==> src/rtl/twu_pkg.sv <==
package twu_pkg;

    // Life cycle of a waiting slot. FREE must encode as zero: reset clears the pool to zeros.
    typedef enum logic [1:0] {
        SLOT_FREE = 2'b00,
        SLOT_WAIT = 2'b01,
        SLOT_EXEC = 2'b10
    } slot_state_e;

endpackage

==> src/rtl/twu_alias_table.sv <==
module twu_alias_table #(
    parameter int NUM_REGS = 8,
    parameter int TAG_W    = 2,
    parameter int DATA_W   = 16
) (
    input  logic                        clk,
    input  logic                        rst_n,
    input  logic [$clog2(NUM_REGS)-1:0] rd_a_idx,
    input  logic [$clog2(NUM_REGS)-1:0] rd_b_idx,
    output logic                        rd_a_vld,
    output logic [TAG_W-1:0]            rd_a_tag,
    output logic [DATA_W-1:0]           rd_a_data,
    output logic                        rd_b_vld,
    output logic [TAG_W-1:0]            rd_b_tag,
    output logic [DATA_W-1:0]           rd_b_data,
    input  logic                        wr_en,
    input  logic [$clog2(NUM_REGS)-1:0] wr_idx,
    input  logic [TAG_W-1:0]            wr_tag,
    input  logic                        bc_valid,
    input  logic [TAG_W-1:0]            bc_tag,
    input  logic [DATA_W-1:0]           bc_data
);

    localparam int REG_W = $clog2(NUM_REGS);

    typedef struct packed {
        logic              vld;
        logic [TAG_W-1:0]  tag;
        logic [DATA_W-1:0] data;
    } rat_ent_t;

    typedef struct packed {
        rat_ent_t [NUM_REGS-1:0] ent;
    } rat_state_t;

    rat_state_t st_d, st_q;

    function automatic rat_state_t reset_image();
        rat_state_t img;
        for (int r = 0; r < NUM_REGS; r++) begin
            img.ent[r].vld  = 1'b1;
            img.ent[r].tag  = '0;
            img.ent[r].data = DATA_W'(r);
        end
        return img;
    endfunction

    // Reads see the registered table; the slot pool bypasses a same-cycle broadcast itself.
    assign rd_a_vld  = st_q.ent[rd_a_idx].vld;
    assign rd_a_tag  = st_q.ent[rd_a_idx].tag;
    assign rd_a_data = st_q.ent[rd_a_idx].data;
    assign rd_b_vld  = st_q.ent[rd_b_idx].vld;
    assign rd_b_tag  = st_q.ent[rd_b_idx].tag;
    assign rd_b_data = st_q.ent[rd_b_idx].data;

    always_comb begin
        st_d = st_q;
        // Snoop: only the newest writer's tag turns a pending entry valid.
        for (int r = 0; r < NUM_REGS; r++) begin
            if (bc_valid && !st_q.ent[r].vld && st_q.ent[r].tag == bc_tag) begin
                st_d.ent[r].vld  = 1'b1;
                st_d.ent[r].data = bc_data;
            end
        end
        // A rename in the same cycle is newer than any result on the bus.
        if (wr_en) begin
            st_d.ent[wr_idx].vld = 1'b0;
            st_d.ent[wr_idx].tag = wr_tag;
        end
    end

    always_ff @(posedge clk) begin
        if (!rst_n) st_q <= reset_image();
        else        st_q <= st_d;
    end

    for (genvar k = 0; k < NUM_REGS; k++) begin : g_rat_chk
        AST_RAT_TAKES_NEWEST: assert property (@(posedge clk) disable iff (!rst_n)
            (bc_valid && !st_q.ent[k].vld && st_q.ent[k].tag == bc_tag && !(wr_en && wr_idx == REG_W'(k)))
            |=> (st_q.ent[k].vld && st_q.ent[k].data == $past(bc_data)));
        AST_RAT_STALE_IGNORED: assert property (@(posedge clk) disable iff (!rst_n)
            (!st_q.ent[k].vld && !(bc_valid && st_q.ent[k].tag == bc_tag) && !(wr_en && wr_idx == REG_W'(k)))
            |=> (!st_q.ent[k].vld && $stable(st_q.ent[k].tag)));
    end

endmodule

==> src/rtl/twu_oldest_pick.sv <==
module twu_oldest_pick #(
    parameter int NUM_SLOTS = 4,
    parameter int AGE_W     = 2
) (
    input  logic [NUM_SLOTS-1:0]         req,
    input  logic [NUM_SLOTS*AGE_W-1:0]   ages,
    output logic                         any,
    output logic [$clog2(NUM_SLOTS)-1:0] idx
);

    localparam int IDX_W = $clog2(NUM_SLOTS);

    logic [AGE_W-1:0] best;

    // Larger age means inserted earlier; strict compare keeps the lower index on a tie.
    always_comb begin
        any  = 1'b0;
        idx  = '0;
        best = '0;
        for (int s = 0; s < NUM_SLOTS; s++) begin
            if (req[s] && (!any || ages[s*AGE_W +: AGE_W] > best)) begin
                any  = 1'b1;
                idx  = IDX_W'(s);
                best = ages[s*AGE_W +: AGE_W];
            end
        end
    end

endmodule

==> src/rtl/twu_slot_pool.sv <==
module twu_slot_pool
    import twu_pkg::*;
#(
    parameter int NUM_SLOTS = 4,
    parameter int TAG_W     = 2,
    parameter int DATA_W    = 16,
    parameter int OP_W      = 4
) (
    input  logic              clk,
    input  logic              rst_n,
    input  logic              ins_fire,
    input  logic [OP_W-1:0]   ins_op,
    input  logic              ins_a_rdy,
    input  logic [TAG_W-1:0]  ins_a_tag,
    input  logic [DATA_W-1:0] ins_a_data,
    input  logic              ins_b_rdy,
    input  logic [TAG_W-1:0]  ins_b_tag,
    input  logic [DATA_W-1:0] ins_b_data,
    input  logic              bc_valid,
    input  logic [TAG_W-1:0]  bc_tag,
    input  logic [DATA_W-1:0] bc_data,
    output logic              free_any,
    output logic [TAG_W-1:0]  free_idx,
    output logic              iss_valid,
    output logic [TAG_W-1:0]  iss_idx,
    output logic [OP_W-1:0]   iss_op,
    output logic [DATA_W-1:0] iss_a,
    output logic [DATA_W-1:0] iss_b
);

    typedef struct packed {
        slot_state_e       st;
        logic [OP_W-1:0]   op;
        logic              rdy_a;
        logic              rdy_b;
        logic [TAG_W-1:0]  tag_a;
        logic [TAG_W-1:0]  tag_b;
        logic [DATA_W-1:0] val_a;
        logic [DATA_W-1:0] val_b;
        logic [TAG_W-1:0]  age;   // number of live slots inserted after this one
    } slot_t;

    typedef struct packed {
        slot_t [NUM_SLOTS-1:0] s;
    } pool_state_t;

    pool_state_t st_d, st_q;

    logic [NUM_SLOTS-1:0]       elig;
    logic [NUM_SLOTS-1:0]       rel_hit;
    logic [NUM_SLOTS*TAG_W-1:0] age_flat;
    logic                       rel_any;
    logic [TAG_W-1:0]           rel_age;

    for (genvar g = 0; g < NUM_SLOTS; g++) begin : g_slot
        assign elig[g]    = (st_q.s[g].st == SLOT_WAIT) && st_q.s[g].rdy_a && st_q.s[g].rdy_b;
        assign rel_hit[g] = bc_valid && (bc_tag == TAG_W'(g)) && (st_q.s[g].st == SLOT_EXEC);
        assign age_flat[g*TAG_W +: TAG_W] = st_q.s[g].age;
    end

    assign rel_any = |rel_hit;
    assign rel_age = st_q.s[bc_tag].age;

    always_comb begin
        free_any = 1'b0;
        free_idx = '0;
        for (int s = NUM_SLOTS - 1; s >= 0; s--) begin
            if (st_q.s[s].st == SLOT_FREE) begin
                free_any = 1'b1;
                free_idx = TAG_W'(s);
            end
        end
    end

    twu_oldest_pick #(
        .NUM_SLOTS (NUM_SLOTS),
        .AGE_W     (TAG_W)
    ) u_pick (
        .req  (elig),
        .ages (age_flat),
        .any  (iss_valid),
        .idx  (iss_idx)
    );

    assign iss_op = st_q.s[iss_idx].op;
    assign iss_a  = st_q.s[iss_idx].val_a;
    assign iss_b  = st_q.s[iss_idx].val_b;

    always_comb begin
        st_d = st_q;
        for (int s = 0; s < NUM_SLOTS; s++) begin
            if (st_q.s[s].st != SLOT_FREE) begin
                st_d.s[s].age = st_q.s[s].age + TAG_W'(ins_fire)
                              - TAG_W'(rel_any && (rel_age < st_q.s[s].age));
            end
            if (st_q.s[s].st == SLOT_WAIT) begin
                if (!st_q.s[s].rdy_a && bc_valid && st_q.s[s].tag_a == bc_tag) begin
                    st_d.s[s].rdy_a = 1'b1;
                    st_d.s[s].val_a = bc_data;
                end
                if (!st_q.s[s].rdy_b && bc_valid && st_q.s[s].tag_b == bc_tag) begin
                    st_d.s[s].rdy_b = 1'b1;
                    st_d.s[s].val_b = bc_data;
                end
            end
            if (rel_hit[s]) st_d.s[s].st = SLOT_FREE;
        end
        if (iss_valid) st_d.s[iss_idx].st = SLOT_EXEC;
        if (ins_fire) begin
            st_d.s[free_idx].st    = SLOT_WAIT;
            st_d.s[free_idx].op    = ins_op;
            st_d.s[free_idx].age   = '0;
            st_d.s[free_idx].tag_a = ins_a_tag;
            st_d.s[free_idx].tag_b = ins_b_tag;
            if (ins_a_rdy) begin
                st_d.s[free_idx].rdy_a = 1'b1;
                st_d.s[free_idx].val_a = ins_a_data;
            end else if (bc_valid && ins_a_tag == bc_tag) begin
                st_d.s[free_idx].rdy_a = 1'b1;
                st_d.s[free_idx].val_a = bc_data;
            end else begin
                st_d.s[free_idx].rdy_a = 1'b0;
                st_d.s[free_idx].val_a = '0;
            end
            if (ins_b_rdy) begin
                st_d.s[free_idx].rdy_b = 1'b1;
                st_d.s[free_idx].val_b = ins_b_data;
            end else if (bc_valid && ins_b_tag == bc_tag) begin
                st_d.s[free_idx].rdy_b = 1'b1;
                st_d.s[free_idx].val_b = bc_data;
            end else begin
                st_d.s[free_idx].rdy_b = 1'b0;
                st_d.s[free_idx].val_b = '0;
            end
        end
    end

    always_ff @(posedge clk) begin
        if (!rst_n) st_q <= '0;
        else        st_q <= st_d;
    end

    AST_INSERT_INTO_FREE: assert property (@(posedge clk) disable iff (!rst_n)
        ins_fire |-> (free_any && st_q.s[free_idx].st == SLOT_FREE));
    AST_BCAST_HITS_SENT: assert property (@(posedge clk) disable iff (!rst_n)
        bc_valid |-> (st_q.s[bc_tag].st == SLOT_EXEC));
    AST_SEND_BOTH_READY: assert property (@(posedge clk) disable iff (!rst_n)
        iss_valid |-> (st_q.s[iss_idx].st == SLOT_WAIT && st_q.s[iss_idx].rdy_a && st_q.s[iss_idx].rdy_b));
    AST_HELD_UNTIL_BCAST: assert property (@(posedge clk) disable iff (!rst_n)
        iss_valid |=> (st_q.s[$past(iss_idx)].st == SLOT_EXEC));

    for (genvar g = 0; g < NUM_SLOTS; g++) begin : g_slot_chk
        AST_WAKE_CAPTURE_A: assert property (@(posedge clk) disable iff (!rst_n)
            (st_q.s[g].st == SLOT_WAIT && !st_q.s[g].rdy_a && bc_valid && st_q.s[g].tag_a == bc_tag)
            |=> (st_q.s[g].rdy_a && st_q.s[g].val_a == $past(bc_data)));
        AST_WAKE_CAPTURE_B: assert property (@(posedge clk) disable iff (!rst_n)
            (st_q.s[g].st == SLOT_WAIT && !st_q.s[g].rdy_b && bc_valid && st_q.s[g].tag_b == bc_tag)
            |=> (st_q.s[g].rdy_b && st_q.s[g].val_b == $past(bc_data)));
        AST_PICK_OLDEST: assert property (@(posedge clk) disable iff (!rst_n)
            (iss_valid && elig[g]) |-> (st_q.s[g].age <= st_q.s[iss_idx].age));
    end

endmodule

==> src/rtl/twu_station.sv <==
module twu_station #(
    parameter int NUM_SLOTS = 4,
    parameter int NUM_REGS  = 8,
    parameter int DATA_W    = 16,
    parameter int OP_W      = 4
) (
    input  logic                         clk,
    input  logic                         rst_n,
    input  logic                         dec_valid,
    input  logic [OP_W-1:0]              dec_op,
    input  logic [$clog2(NUM_REGS)-1:0]  dec_dst,
    input  logic [$clog2(NUM_REGS)-1:0]  dec_src_a,
    input  logic [$clog2(NUM_REGS)-1:0]  dec_src_b,
    output logic                         dec_ready,
    output logic [$clog2(NUM_SLOTS)-1:0] dec_tag,
    input  logic                         bc_valid,
    input  logic [$clog2(NUM_SLOTS)-1:0] bc_tag,
    input  logic [DATA_W-1:0]            bc_data,
    output logic                         iss_valid,
    output logic [$clog2(NUM_SLOTS)-1:0] iss_tag,
    output logic [OP_W-1:0]              iss_op,
    output logic [DATA_W-1:0]            iss_opnd_a,
    output logic [DATA_W-1:0]            iss_opnd_b
);

    localparam int TAG_W = $clog2(NUM_SLOTS);

    logic              ins_fire;
    logic              free_any;
    logic [TAG_W-1:0]  free_idx;
    logic              a_vld, b_vld;
    logic [TAG_W-1:0]  a_tag, b_tag;
    logic [DATA_W-1:0] a_data, b_data;

    assign dec_ready = free_any;
    assign dec_tag   = free_idx;
    assign ins_fire  = dec_valid && free_any;

    twu_alias_table #(
        .NUM_REGS (NUM_REGS),
        .TAG_W    (TAG_W),
        .DATA_W   (DATA_W)
    ) u_rat (
        .clk       (clk),
        .rst_n     (rst_n),
        .rd_a_idx  (dec_src_a),
        .rd_b_idx  (dec_src_b),
        .rd_a_vld  (a_vld),
        .rd_a_tag  (a_tag),
        .rd_a_data (a_data),
        .rd_b_vld  (b_vld),
        .rd_b_tag  (b_tag),
        .rd_b_data (b_data),
        .wr_en     (ins_fire),
        .wr_idx    (dec_dst),
        .wr_tag    (free_idx),
        .bc_valid  (bc_valid),
        .bc_tag    (bc_tag),
        .bc_data   (bc_data)
    );

    twu_slot_pool #(
        .NUM_SLOTS (NUM_SLOTS),
        .TAG_W     (TAG_W),
        .DATA_W    (DATA_W),
        .OP_W      (OP_W)
    ) u_pool (
        .clk        (clk),
        .rst_n      (rst_n),
        .ins_fire   (ins_fire),
        .ins_op     (dec_op),
        .ins_a_rdy  (a_vld),
        .ins_a_tag  (a_tag),
        .ins_a_data (a_data),
        .ins_b_rdy  (b_vld),
        .ins_b_tag  (b_tag),
        .ins_b_data (b_data),
        .bc_valid   (bc_valid),
        .bc_tag     (bc_tag),
        .bc_data    (bc_data),
        .free_any   (free_any),
        .free_idx   (free_idx),
        .iss_valid  (iss_valid),
        .iss_idx    (iss_tag),
        .iss_op     (iss_op),
        .iss_a      (iss_opnd_a),
        .iss_b      (iss_opnd_b)
    );

    AST_FULL_BLOCKS_RENAME: assert property (@(posedge clk) disable iff (!rst_n)
        (dec_valid && !dec_ready) |-> !ins_fire);

endmodule

==> config.mk <==
export PLATFORM = sky130hd
export DESIGN_NAME = twu_station
export DESIGN_NICKNAME = d
export VERILOG_FILES = /design/src/rtl/twu_pkg.sv /design/src/rtl/twu_alias_table.sv /design/src/rtl/twu_oldest_pick.sv /design/src/rtl/twu_slot_pool.sv /design/src/rtl/twu_station.sv
export SDC_FILE = /design/constraint.sdc
export NUM_CORES = 1
export LEC_CHECK = 0
export BUFFER_PORTS_ARGS = -buffer_cell sky130_fd_sc_hd__buf_2
export CAP_MARGIN = 20
export CORE_ASPECT_RATIO = 0.9
export CORE_UTILIZATION = 62
export DETAILED_ROUTE_END_ITERATION = 10
export PLACE_DENSITY = 0.84
export SLEW_MARGIN = 20
export SYNTH_ARGS = -nofsm -noshare
export SYNTH_HDL_FRONTEND = slang
export SYNTH_SLANG_ARGS = --single-unit
export TNS_END_PERCENT = 50
==> constraint.sdc <==
create_clock -name clk -period 6.7 [get_ports clk]
set_input_delay 1.34 -clock clk [delete_from_list [all_inputs] [get_ports clk]]
set_output_delay 1.34 -clock clk [all_outputs]
set_load 0.1 [all_outputs]
; Word level (Yosys, flattened, before mapping)
; Cells that the tools add are included.
[totals]
register_bits = 336
elab_cells = 330
[classes]
add_sub_neg = 8
n_lt_le_gt_ge = 16
n_eq_ne = 29
muxes = 124
reduce_logical = 93
[ops]
columns = operator, count
row1 = bitwise mux 184 bit, 16
row2 = two-way mux 184 bit, 7
row3 = demux 46 bit (select 2 bit), 10
row4 = bitwise mux 152 bit, 2
row5 = two-way mux 16 bit, 16
row6 = binary-select mux 46 bit (select 2 bit), 2
row7 = two-way mux 152 bit, 1
row8 = two-way mux 32 bit, 4
row9 = binary-select mux 19 bit (select 3 bit), 2
row10 = demux 19 bit (select 3 bit), 2
row11 = two-way mux 46 bit, 2
row12 = two-way mux 44 bit, 2
row13 = logical AND 1 bit, 61
row14 = two-way mux 19 bit, 3
row15 = two-way mux 2 bit, 23
row16 = two-way mux 40 bit, 1
row17 = two-way mux 39 bit, 1
row18 = two-way mux 38 bit, 1
row19 = == test 2 bit, 18
row20 = two-way mux 18 bit, 2
row21 = two-way mux 36 bit, 1
row22 = two-way mux 34 bit, 1
row23 = two-way mux 1 bit, 25
row24 = zero test 1 bit, 19
row25 = 14 further kinds, 48

; Logic depth before layout (Yosys ltp)
[logic_depth]
depth_word = 37
ltp_mapped = 21
depth_no_buf = 18

; Hierarchy
; From an unflattened synthesis, not the netlist that was laid out.
[hier_totals]
cells_unflattened = 1623
hier_area_um2 = 17428.0
[modules_own_cells]
columns = mod, n_inst, cells_per_inst, area_per_inst_um2
row1 = twu_slot_pool, 1, 899, 9058.7
row2 = twu_alias_table, 1, 686, 8101.5
row3 = twu_oldest_pick, 1, 37, 261.5
row4 = twu_station, 1, 1, 6.3

; Worst setup path before layout
; No wires, ideal clock.
[synth_timing]
path_kind = register to output
startpoint = register u_pool.st_q[44] (netlist bit)
endpoint = output port iss_op[0]
t_arrival_ns = 5.788
path_slack_ns = -0.428
path_stages_with_launch = 21
path_cell_list = dfxtp_1 buf_2 and4b_1 nand2_1 ha_1 nor2b_1 o21ai_0 a21o_1 mux2_2 ha_1 nor2b_1 o21ai_0 a21oi_1 mux2_2 ha_1 nor2b_1 o211ai_1 o221ai_2 nor2_1 clkbuf_1 a221o_1
[synth_via]
elab_chain_cells = 18
[synth_rtl]
columns = element, line_no
row1 = from (decl), twu_slot_pool.sv:47  ; pool_state_t st_d, st_q;
row2 = from (signal assigned), twu_slot_pool.sv:140  ; else st_q <= st_d;
row3 = == test 2 x 1 -> 1 bit (*), twu_slot_pool.sv:56  ; assign elig[g] = (st_q.s[g].st == SLOT_WAIT) && st_q.s[g].rdy_a && st_q.s[g].rdy_b;
row4 = logical AND 1 bit (*) (2 in series), twu_slot_pool.sv:56
row5 = two-way mux 2 bit or two-way mux 1 bit (tied branches), twu_oldest_pick.sv:21  ; if (req[s] && (!any || ages[s*AGE_W +: AGE_W] > best)) begin
row6 = greater-than comparator 2 bit or zero test 1 bit (tied branches), twu_oldest_pick.sv:21
row7 = logical OR 1 bit, twu_oldest_pick.sv:21
row8 = logical AND 1 bit, twu_oldest_pick.sv:21
row9 = two-way mux 2 bit or two-way mux 1 bit (tied branches), twu_oldest_pick.sv:21
row10 = greater-than comparator 2 bit or zero test 1 bit (tied branches), twu_oldest_pick.sv:21
row11 = [2 not listed], n/a
row12 = two-way mux 2 bit or two-way mux 1 bit (tied branches), twu_oldest_pick.sv:21
row13 = greater-than comparator 2 bit or zero test 1 bit (tied branches), twu_oldest_pick.sv:21
row14 = logical OR 1 bit, twu_oldest_pick.sv:21
row15 = logical AND 1 bit, twu_oldest_pick.sv:21
row16 = two-way mux 2 bit (*), twu_oldest_pick.sv:21
row17 = net iss_tag[1], twu_station.sv:20  ; output logic [$clog2(NUM_SLOTS)-1:0] iss_tag,
row18 = binary-select mux 46 bit (select 2 bit) (*), twu_slot_pool.sv:85  ; assign iss_op = st_q.s[iss_idx].op;
row19 = two-way mux 44 bit (implied by the code) (*), twu_slot_pool.sv:85
row20 = to (decl), twu_station.sv:21  ; output logic [OP_W-1:0] iss_op,
; Mark *: on every way through the listed nets, which the timed path passes. The rest lies on a longest branch. The select of a mux whose other input is x is not followed.

; Worst setup path in the final report
[layout_timing]
startpoint = register u_pool.st_q[39] (netlist bit)
endpoint = output port iss_opnd_a[8]
[layout_via]
elab_chain_cells = 17
[layout_rtl]
columns = element, line_no
row1 = logical AND 1 bit (*) (2 in series), twu_slot_pool.sv:56
row2 = two-way mux 2 bit or two-way mux 1 bit (tied branches), twu_oldest_pick.sv:21
row3 = greater-than comparator 2 bit or zero test 1 bit (tied branches), twu_oldest_pick.sv:21
row4 = logical OR 1 bit, twu_oldest_pick.sv:21
row5 = logical AND 1 bit, twu_oldest_pick.sv:21
row6 = two-way mux 2 bit or two-way mux 1 bit (tied branches), twu_oldest_pick.sv:21
row7 = greater-than comparator 2 bit or zero test 1 bit (tied branches), twu_oldest_pick.sv:21
row8 = logical OR 1 bit, twu_oldest_pick.sv:21
row9 = logical AND 1 bit, twu_oldest_pick.sv:21
row10 = two-way mux 2 bit or two-way mux 1 bit (tied branches), twu_oldest_pick.sv:21
row11 = greater-than comparator 2 bit or zero test 1 bit (tied branches), twu_oldest_pick.sv:21
row12 = logical OR 1 bit, twu_oldest_pick.sv:21
row13 = logical AND 1 bit, twu_oldest_pick.sv:21
row14 = two-way mux 2 bit (*), twu_oldest_pick.sv:21
row15 = binary-select mux 46 bit (select 2 bit) (*), twu_slot_pool.sv:86  ; assign iss_a = st_q.s[iss_idx].val_a;
row16 = two-way mux 44 bit (*), n/a
row17 = to (decl), twu_station.sv:22  ; output logic [DATA_W-1:0] iss_opnd_a,
; Mark *: on every way between the ends. The rest lies on a longest branch, timed or not. The select of a mux whose other input is x is not followed.

==> load_flow_metrics.sql <==
INSERT INTO impl_metrics (metric_group, metric, value, unit) VALUES
('status', 'run_status', 'finished clean', ''),
('routing', 'detailedRoute.firstPassIterationCount', '6', ''),
('setup_path', 'criticalPathCategory', 'reg -> out', ''),
('pwr', 'vdd_ir_drop_max', '0.1816', 'mV'),
('timing', 'slew-limit-headroom', '29.51', '%'),
('floorplan', 'die_w', '182.3', 'µm'),
('global_route', 'grt_start_max_net_pins', '105', ''),
('place', 'placed_cell_area', '0.01915', 'mm²'),
('final_layout', 'finalCoreUtilization', '70.89', '%'),
('timing', 'hold_ws', '0.4604', 'ns'),
('setup_path', 'source_of_the_critical_timing_path', 'u_pool.st_q[39]', ''),
('global_route', 'antenna_found_initial', '2', ''),
('clocking', 'cts_buffer_depth', '3', ''),
('routing', 'routed_wire_length_per_instance', '24.51', 'µm'),
('synth', 'async_flop_share', '0', '%'),
('routing', 'highest_layer', 'met4', ''),
('clocking', 'clock-sinks', '336', ''),
('timing', 'max_frequency', '153.2', 'MHz'),
('synth', 'synthesis.nets', '1940', ''),
('pwr', 'power_density_cells', '236.5', 'mW/mm²'),
('timing', 'finalCritPeriodShare', '97.44', '%'),
('setup_path', 'critPathMaxFanout', '35', ''),
('setup_path', 'worst_path_largest_cell_delay', '0.36', 'ns'),
('routing', 'met3_length', '6826', 'µm'),
('floorplan', 'core_region_area', '0.02886', 'mm²'),
('timing', 'setup_slack', '0.1718', 'ns'),
('place', 'dp_slack', '0.2105', 'ns'),
('timing', 'total_setup_violations_reported_at_the_end_of_the_flow', '0', ''),
('timing', 'worst-slew-pin-transition', '1.057', 'ns'),
('floorplan', 'effective_utilization_at_floorplan', '62.81', '%'),
('setup_path', 'critPathSlowestCell', 'sky130_fd_sc_hd__dfxtp_4', ''),
('timing', 'rsz_0062_raised_after_global_routing', 'false', ''),
('final_layout', 'layout.cells.most_common', 'sky130_fd_sc_hd__dfxtp_1', ''),
('floorplan', 'floorplan.io_pins', '77', ''),
('routing', 'wl', '55520', 'µm'),
('global_route', 'grt-ovfl-total', '0', ''),
('setup_path', 'path_common_cell', 'sky130_fd_sc_hd__ha_1', ''),
('worst_hold_path', 'min_from', 'u_pool.st_q[134]', ''),
('synth', 'synth_ff_type', 'sky130_fd_sc_hd__dfxtp_1', ''),
('setup_path', 'timing.rr.start', 'u_pool.st_q[39]', ''),
('timing', 'final.setup_skew', '0.01726', 'ns'),
('setup_path', 'required', '5.36', 'ns'),
('final_layout', 'finish.instance_area', '0.02046', 'mm²'),
('setup_path', 'cp_data_arrival_time', '5.19', 'ns'),
('setup_path', 'chain_of_cells_forming_the_critical_path', 'and4b_2 > nand2_2 > ha_1 > nor2b_1 > o21ai_1 > a21o_2 > mux2_2 > ha_1 > nor2b_2 > o21ai_2 > a21oi_2 > buf_4 > mux2_2 > ha_1 > nand2_1 > o21a_2 > o21a_4 > buf_12 > a22o_1 > a221o_2 > buf_12', ''),
('clocking', 'clk_latency', '0.53', 'ns'),
('floorplan', 'standard_cell_row_count', '59', ''),
('routing', 'detail-route-antenna-nets', '0', ''),
('timing', 'timing.final.max_slew_violations', '0', ''),
('run', 'cap_violations', '0', ''),
('synth', 'yosys_warnings', '0', ''),
('synth', 'synthCells', '1887', ''),
('timing', 'timing.final.hold_violations', '0', ''),
('timing', 'final_period_minus_worst_setup_slack', '6.528', 'ns'),
('final_layout', 'layout_common_cells', 'sky130_fd_sc_hd__dfxtp_1 (334), sky130_fd_sc_hd__nor2_1 (169), sky130_fd_sc_hd__mux2i_1 (159)', ''),
('synth', 'cell_area_after_technology_mapping', '0.01813', 'mm²'),
('synth', 'yosys_register_bits', '336', ''),
('clocking', 'clock_tree_from_tritoncts', 'built', ''),
('final_layout', 'nNetsFinal', '1894', ''),
('worst_hold_path', 'hp-class', 'reg -> reg', ''),
('global_route', 'grtUsageTotal', '36.77', '%'),
('place', 'place_hpwl', '34290', 'µm'),
('floorplan', 'design.die.area', '0.02993', 'mm²'),
('routing', 'route.detailed.drc', '0', ''),
('routing', 'vias', '16193', ''),
('floorplan', 'die_span_y', '164.2', 'µm'),
('routing', 'met1_length', '21740', 'µm'),
('final_layout', 'area.growth.synth_to_final', '12.86', '%'),
('routing', 'met2RoutedLength', '25270', 'µm'),
('setup_path', 'start_kind', 'flop', ''),
('final_layout', 'layout-drive-gt1-share', '23.23', '%');
## worst max-delay path, delay by kind of cell (launching register included)
kind | cells | cell delay, ns
AO/OA/AOI/OAI | 8 | 1.49
multiplexers | 2 | 0.67
flip-flops | 1 | 0.36
buffers and inverters | 3 | 0.49
AND/OR/NAND/NOR | 5 | 0.72
adder cells (fa/ha/maj) | 3 | 0.86
## state kept, by name (all words and copies together) (netlist names)
name             count
u_pool.st_q        176
u_pool.age_flat      8
u_rat.st_q         152
## where the power goes
| part | total (mW) | internal, mW | switching (mW) | leakage, nW |
|---|---|---|---|---|
| registers | 2.10 | 2.05 | 0.0433 | 2.72 |
| clock network | 2.08 | 1.25 | 0.834 | 0.603 |
| logic | 0.662 | 0.218 | 0.443 | 4.53 |
| total | 4.84 | 3.52 | 1.32 | 7.85 |
## kinds of logic after synthesis
| group | count (synthesis) | synth area share [%] |
|---|---|---|
| XOR/XNOR | 40 | 2.077 |
| flip-flops | 336 | 37.10 |
| adder cells (fa/ha/maj) | 18 | 1.242 |
| AO/OA/AOI/OAI | 482 | 20.08 |
| buffers and inverters | 223 | 5.238 |
| AND/OR/NAND/NOR | 520 | 13.99 |
| multiplexers | 268 | 20.28 |
## cell type report
| type | instances | area, µm² |
|---|---|---|
| clock inverters | 8 | 122.6 |
| fillers | 1958 | 8403 |
| repair buffers | 117 | 1279 |
| diodes | 1 | 2.502 |
| multi-input cells | 1328 | 10640 |
| inverters | 22 | 85.08 |
| clock buffers | 57 | 1101 |
| well taps | 396 | 495.5 |
| flip-flops and latches | 336 | 6731 |
## per-stage QoR
stage,TNS [ns],instances
final,0,2265
after global routing,0,2265
after CTS,0,2263
after detailed placement,0,2196
after global placement,0,2195
after floorplan,-2.464,1887
## synthesized netlist by cell type (3+ instances only)
cell / instances / area, µm²
sky130_fd_sc_hd__nand2_1: 129 / 484.2
sky130_fd_sc_hd__nand2b_1: 27 / 168.9
sky130_fd_sc_hd__o311ai_0: 61 / 534.3
sky130_fd_sc_hd__a311oi_1: 8 / 70.07
sky130_fd_sc_hd__a31oi_1: 96 / 600.6
sky130_fd_sc_hd__nor4_1: 5 / 31.28
sky130_fd_sc_hd__dfxtp_1: 336 / 6726
sky130_fd_sc_hd__a221o_1: 36 / 360.4
sky130_fd_sc_hd__mux2_2: 31 / 349.1
sky130_fd_sc_hd__a22o_1: 43 / 376.6
sky130_fd_sc_hd__nand4_1: 3 / 18.77
sky130_fd_sc_hd__o21a_1: 8 / 60.06
sky130_fd_sc_hd__buf_4: 7 / 52.55
sky130_fd_sc_hd__nand3b_1: 6 / 45.04
sky130_fd_sc_hd__nor2_1: 172 / 645.6
sky130_fd_sc_hd__and3b_1: 4 / 35.03
sky130_fd_sc_hd__nor2b_1: 14 / 87.58
sky130_fd_sc_hd__a21oi_1: 43 / 215.2
sky130_fd_sc_hd__o21ai_0: 82 / 410.4
sky130_fd_sc_hd__o2111ai_1: 12 / 105.1
sky130_fd_sc_hd__mux4_2: 73 / 1644
sky130_fd_sc_hd__a221oi_1: 33 / 289.0
sky130_fd_sc_hd__nor3b_1: 3 / 22.52
sky130_fd_sc_hd__inv_1: 21 / 78.83
sky130_fd_sc_hd__xnor2_1: 24 / 210.2
sky130_fd_sc_hd__o211ai_1: 13 / 97.59
sky130_fd_sc_hd__nand3_1: 6 / 30.03
sky130_fd_sc_hd__ha_1: 18 / 225.2
sky130_fd_sc_hd__or2_2: 64 / 400.4
sky130_fd_sc_hd__o2111ai_2: 20 / 300.3
sky130_fd_sc_hd__xor2_1: 14 / 122.6
sky130_fd_sc_hd__nand4b_1: 11 / 96.34
sky130_fd_sc_hd__buf_1: 15 / 56.30
sky130_fd_sc_hd__nor3_1: 46 / 230.2
sky130_fd_sc_hd__mux2i_1: 161 / 1612
sky130_fd_sc_hd__or3_1: 16 / 100.1
sky130_fd_sc_hd__and2_1: 3 / 18.77
sky130_fd_sc_hd__a211oi_1: 8 / 60.06
sky130_fd_sc_hd__buf_2: 55 / 275.3
sky130_fd_sc_hd__clkbuf_1: 120 / 450.4
## what timing repair did
| item | in CTS | in global routing |
|---|---|---|
| pin swaps | 4 | 4 |
| hold buffers | 0 | 0 |
| resized for setup | 7 | 11 |
| endpoints found under the setup margin | 36 | 36 |
| buffers inserted | 2 | 1 |
## path summary, 6_finish.rpt
kind / to / slack, ns / cells past startpoint
hold reg to reg: u_pool.st_q[134] / 0.46 / 2
hold / removal: u_pool.st_q[134] / 0.46 / 2
setup / recovery: iss_opnd_a[8] / 0.17 / 21
setup reg to reg: u_pool.st_q[136] / 2.31 / 20
## routing by layer
| metal | track usage (%) | vias up |
|---|---|---|
| met3 | 8.936 | 180 |
| met4 | 14.78 | 0 |
| met2 | 57.47 | 1164 |
| met5 | 0 | - |
| met1 | 49.03 | 7844 |
| li1 | - | 7005 |
Note: power is estimated with default switching activity, not from simulation.
